[src/rtl/fwd_pkg.sv]
package fwd_pkg;
   typedef enum logic [1:0] {
      SEL_RF  = 2'b00,
      SEL_WB  = 2'b01,
      SEL_MEM = 2'b10
   } fwd_sel_e;
endpackage

[src/rtl/fwd_match.sv]
module fwd_match #(
   parameter int REG_W    = 5,
   parameter bit ZERO_REG = 1'b1
) (
   input  logic [REG_W-1:0] src,
   input  logic [REG_W-1:0] dst,
   input  logic             wen,
   output logic             hit
);
   logic dst_live;

   generate
      if (ZERO_REG) begin : g_zero
         assign dst_live = |dst;
      end else begin : g_nozero
         assign dst_live = 1'b1;
      end
   endgenerate

   assign hit = wen & dst_live & (src == dst);

   always_comb begin
      if (hit && ZERO_REG) begin
         p_hit_not_zero_r4: assert (dst != '0);
      end
   end
endmodule

[src/rtl/fwd_operand_sel.sv]
module fwd_operand_sel
   import fwd_pkg::*;
#(
   parameter int REG_W    = 5,
   parameter bit ZERO_REG = 1'b1
) (
   input  logic [REG_W-1:0] src,
   input  logic [REG_W-1:0] mem_rd,
   input  logic             mem_wen,
   input  logic             skip_mem,
   input  logic [REG_W-1:0] wb_rd,
   input  logic             wb_wen,
   output logic [1:0]       sel,
   output logic             mem_hit
);
   logic wb_hit;
   fwd_sel_e sel_e;

   fwd_match #(.REG_W(REG_W), .ZERO_REG(ZERO_REG)) u_mem (
      .src(src), .dst(mem_rd), .wen(mem_wen), .hit(mem_hit));
   fwd_match #(.REG_W(REG_W), .ZERO_REG(ZERO_REG)) u_wb (
      .src(src), .dst(wb_rd), .wen(wb_wen), .hit(wb_hit));

   always_comb begin
      if (mem_hit && !skip_mem) sel_e = SEL_MEM;
      else if (wb_hit)          sel_e = SEL_WB;
      else                      sel_e = SEL_RF;
   end
   assign sel = sel_e;

   always_comb begin
      p_sel_legal_r10: assert (sel != 2'b11);
      if (sel == SEL_MEM) begin
         p_mem_src_r1: assert (mem_wen && (src == mem_rd));
      end
      if (sel == SEL_WB) begin
         p_wb_src_r2: assert (wb_wen && (src == wb_rd));
      end
      if (!mem_wen && !wb_wen) begin
         p_no_wen_r5: assert (sel == SEL_RF);
      end
      if (ZERO_REG && (src == '0)) begin
         p_zero_src_r4: assert (sel == SEL_RF);
      end
   end
endmodule

[src/rtl/fwd_store_data.sv]
module fwd_store_data #(
   parameter int REG_W    = 5,
   parameter bit ZERO_REG = 1'b1
) (
   input  logic             mem_is_store,
   input  logic [REG_W-1:0] mem_st_src,
   input  logic [REG_W-1:0] wb_rd,
   input  logic             wb_wen,
   output logic             st_sel
);
   fwd_match #(.REG_W(REG_W), .ZERO_REG(ZERO_REG)) u_st (
      .src(mem_st_src), .dst(wb_rd), .wen(wb_wen & mem_is_store), .hit(st_sel));

   always_comb begin
      if (st_sel) begin
         p_st_needs_store_r9: assert (mem_is_store && wb_wen && (wb_rd == mem_st_src));
      end
   end
endmodule

[src/rtl/fwd_unit.sv]
module fwd_unit
   import fwd_pkg::*;
#(
   parameter int  NUM_REGS = 32,
   parameter bit  ZERO_REG = 1'b1,
   localparam int REG_W    = $clog2(NUM_REGS)
) (
   input  logic [REG_W-1:0] ex_rs_a,
   input  logic [REG_W-1:0] ex_rs_b,
   input  logic             ex_is_store,
   input  logic [REG_W-1:0] mem_rd,
   input  logic             mem_wen,
   input  logic             mem_is_load,
   input  logic             mem_is_store,
   input  logic [REG_W-1:0] mem_st_src,
   input  logic [REG_W-1:0] wb_rd,
   input  logic             wb_wen,
   output logic [1:0]       fwd_a_sel,
   output logic [1:0]       fwd_b_sel,
   output logic             st_data_sel,
   output logic             load_use_stall
);
   generate
      if (NUM_REGS < 2 || (1 << REG_W) != NUM_REGS) begin : g_bad_cfg
         $error("fwd_unit: NUM_REGS must be a power of two of at least 2");
      end
   endgenerate

   logic [1:0] hit_mem;
   logic [1:0] skip_mem;
   logic [1:0] sel_q [2];
   logic [REG_W-1:0] srcs [2];

   assign srcs[0]     = ex_rs_a;
   assign srcs[1]     = ex_rs_b;
   assign skip_mem[0] = 1'b0;
   assign skip_mem[1] = ex_is_store & mem_is_load;

   for (genvar i = 0; i < 2; i++) begin : g_op
      fwd_operand_sel #(.REG_W(REG_W), .ZERO_REG(ZERO_REG)) u_sel (
         .src(srcs[i]), .mem_rd(mem_rd), .mem_wen(mem_wen),
         .skip_mem(skip_mem[i]), .wb_rd(wb_rd), .wb_wen(wb_wen),
         .sel(sel_q[i]), .mem_hit(hit_mem[i]));
   end

   assign fwd_a_sel = sel_q[0];
   assign fwd_b_sel = sel_q[1];

   assign load_use_stall = mem_is_load & (hit_mem[0] | (hit_mem[1] & ~ex_is_store));

   fwd_store_data #(.REG_W(REG_W), .ZERO_REG(ZERO_REG)) u_st (
      .mem_is_store(mem_is_store), .mem_st_src(mem_st_src),
      .wb_rd(wb_rd), .wb_wen(wb_wen), .st_sel(st_data_sel));

   always_comb begin
      if (load_use_stall) begin
         p_stall_needs_load_r7: assert (mem_is_load && mem_wen);
      end
      if (ex_is_store && mem_is_load && (ex_rs_b == mem_rd) && (ex_rs_a != mem_rd)) begin
         p_store_data_no_stall_r8: assert (!load_use_stall && fwd_b_sel != SEL_MEM);
      end
      if (fwd_a_sel == SEL_MEM && fwd_b_sel == SEL_MEM) begin
         p_same_src_r3: assert (ex_rs_a == ex_rs_b);
      end
   end
endmodule

[config.mk]
export PLATFORM = sky130hd
export DESIGN_NAME = fwd_unit
export DESIGN_NICKNAME = d
export VERILOG_FILES = /design/src/rtl/fwd_pkg.sv /design/src/rtl/fwd_match.sv /design/src/rtl/fwd_operand_sel.sv /design/src/rtl/fwd_store_data.sv /design/src/rtl/fwd_unit.sv
export SDC_FILE = /design/constraint.sdc
export NUM_CORES = 1
export LEC_CHECK = 0
export CAP_MARGIN = 25
export CORE_AREA = 2 2 39 41
export DETAILED_ROUTE_END_ITERATION = 8
export DIE_AREA = 0 0 41 43
export GPL_TIMING_DRIVEN = 0
export PLACE_DENSITY = 0.76
export SYNTH_ARGS = -nofsm -noshare
export SYNTH_HDL_FRONTEND = slang
export SYNTH_SLANG_ARGS = --single-unit
[constraint.sdc]
create_clock -name vclk -period 5
set_input_delay 1 -clock vclk [all_inputs]
set_output_delay 1 -clock vclk [all_outputs]
set_load 0.05 [all_outputs]
==> results.yml <==
routing:
  vias: 451
  remaining_drc_errors: 0
  drt-total-wl_mm: 1.04
  dr.first_iter.drc_count: 1
  final_antenna_net_count: 0
  vias_per_cell: 4.51
  wire_per_inst_um: 10.4
  dr.pass1.iters: 4
logic_synthesis:
  seq_area_frac_synth_pct: 0
  synthCells: 48
  syn_area_per_cell_um2: 7.64
  synth_cell_types: 15
  syn_nets: 78
  synth_area_um2: 367
  yosys_warnings: 0
sta:
  rsz0062_at_grt: "no"
  fin_crit_sh_pct: 88.1
  finalMaxSlewViolations: 0
  totalNegativeSetupSlack_ps: 0
  slew_headroom_pct: 64.6
  finalSetupViolations: 0
  max_freq_mhz: 227
  hold_violations: 0
  worst_slew_pin_slew_ps: 530
  fin_crit_ps: 4410
  setup_ws_ps: 594
power_and_ir_drop:
  p_int_mw: 0.0355
  seqPwrFrac_pct: 0
  p_sw_mw: 0.0229
  total_leakage_power_nw: 0.247
  p_comb_share_pct: 100.0
  peakVddDrop_v: 0.0000348
  clockPowerShare_pct: 0
  p_per_area_nw_per_um2: 78.1
  p_sw_share_pct: 39.2
worst_setup_path:
  crit_required_ps: 4000
  end_kind: "output port"
  cp_max_fo: 3
  setup.worst_path.start_class: "input pin"
  arrival_ps: 3410
  critical_path_class: "in2out"
floorplanning:
  io_pins: 36
  fp.coreArea_um2: 1380
  die_w_um: 41
  die_area_um2: 1760
  core.rowCount: 14
  fp.dieH_um: 43
  start_util_pct: 26.5
cells_and_area:
  n_antenna_cell: 0
  postLayoutCoreUtil_pct: 54.0
  nets: 116
  seqCellArea_um2: 0
  seq_cell_count: 0
  drive_gt1_share_pct: 4.76
  clkbuf_count: 0
  fin_cells: 100
  area_delta_synth_final_pct: 104
worst_hold_path:
  hold_depth: 4
  hold_path_end: "st_data_sel"
  hold_start: "mem_is_store"
  hold_class: "in2out"
run:
  cap_violations: 0
global_routing:
  grt_pass1_wl_mm: 1.75
  grt_max_degree: 5
  grt_pass1_vias: 439
  grt.total_usage_pct: 13.2
  antenna_found_initial: 0
  gr-total-overflow: 0
place:
  dp.cells: 100
  dpl_worst_slack_ps: 584
  hpwl_um: 967
  place.gp.congestion: 0.742
  place.port_buffers: 36
clocking:
  ctsResizeCount: 0
  cts_hold_buf: 0
  postCtsSetupBuffers: 0
status:
  outcome: "complete, no violations"
-- cells in the mapped netlist (all sizes together) --
cell     number  share of area, %
nand3         2               2.7
xnor2        15                36
xor2         10                24
nor3          3               4.1
nand2         3               3.1
nor2          2               2.0
or4           4               8.2
nor4          2               6.8
o21ai         2               3.8
inv           1               1.0
buf           1               2.0
a2111oi       1               2.7
nand4         1               1.7
o21a          1               2.0
-- routing by layer --
layer / share of wire [%] / routed length, um / GRT usage (%) / up-vias
met3: 7.1 / 74 / 0 / 0
met4: 0 / 0 / 0 / 0
met1: 42 / 440 / 18.7 / 195
met2: 51 / 527 / 22.8 / 16
met5: 0 / 0 / 0 / -
li1: - / - / - / 240
-- cells in the final DEF, fill, tap and decap left out --
master	netlist	layout
inv_1	1	1
or4_1	4	4
nand4_1	1	1
nor2_1	2	2
xnor2_1	15	15
xor2_1	10	10
nand2_1	3	3
clkdlybuf4s50_1	0	36
nand3_1	2	2
nor3_1	3	3
buf_4	1	1
nor4_2	2	2
o21ai_2	1	1
o21ai_1	1	1
o21a_1	1	1
a2111oi_1	1	1
-- logic make-up after synthesis --
logic type             synth area share [%]
buffers and inverters                  3.07
AO/OA/AOI/OAI                          8.53
AND/OR/NAND/NOR                        28.7
XOR/XNOR                               59.7
-- through the flow --
step           cell area [um^2]  power, mW  hold WS, ps
4_1_cts                     747     0.0588         3200
3_3_place_gp                747     0.0579         3190
2_1_floorplan               367     0.0242         2230
3_5_place_dp                747     0.0586         3190
5_1_grt                     747     0.0636         3240
6_report                    747     0.0583         3190
-- layout make-up --
| type | instances | area, um^2 |
|---|---|---|
| Buffer | 1 | 7.51 |
| Fill cell | 137 | 637 |
| Inverter | 1 | 3.75 |
| Multi-Input combinational cell | 46 | 355 |
| Tap cell | 16 | 20.0 |
| Timing Repair Buffer | 36 | 360 |
-- how the worst max path moves through the flow --
stage / start / end / depth (start not counted)
after floorplan: ex_rs_b[0] / fwd_b_sel[0] / 4
after global placement: mem_rd[4] / fwd_b_sel[0] / 6
after detailed placement: mem_rd[4] / fwd_b_sel[0] / 6
after CTS: mem_rd[4] / fwd_b_sel[0] / 6
after global routing: mem_rd[0] / fwd_b_sel[0] / 6
final: mem_rd[4] / fwd_b_sel[0] / 6
-- worst max-delay path: stages --
cell and delay [ps]:
clkdlybuf4s50_1 470, or4_1 560, o21ai_2 170, a2111oi_1 100, nor4_2 280, clkdlybuf4s50_1 830
-- power by group through the flow --
stage | clock network [mW] | logic, mW | registers (mW)
3_5_place_dp | 0 | 0.0586 | 0
6_report | 0 | 0.0583 | 0
3_3_place_gp | 0 | 0.0579 | 0
2_1_floorplan | 0 | 0.0242 | 0
5_1_grt | 0 | 0.0636 | 0
4_1_cts | 0 | 0.0588 | 0
No activity file was read; power rests on OpenSTA's default activity.
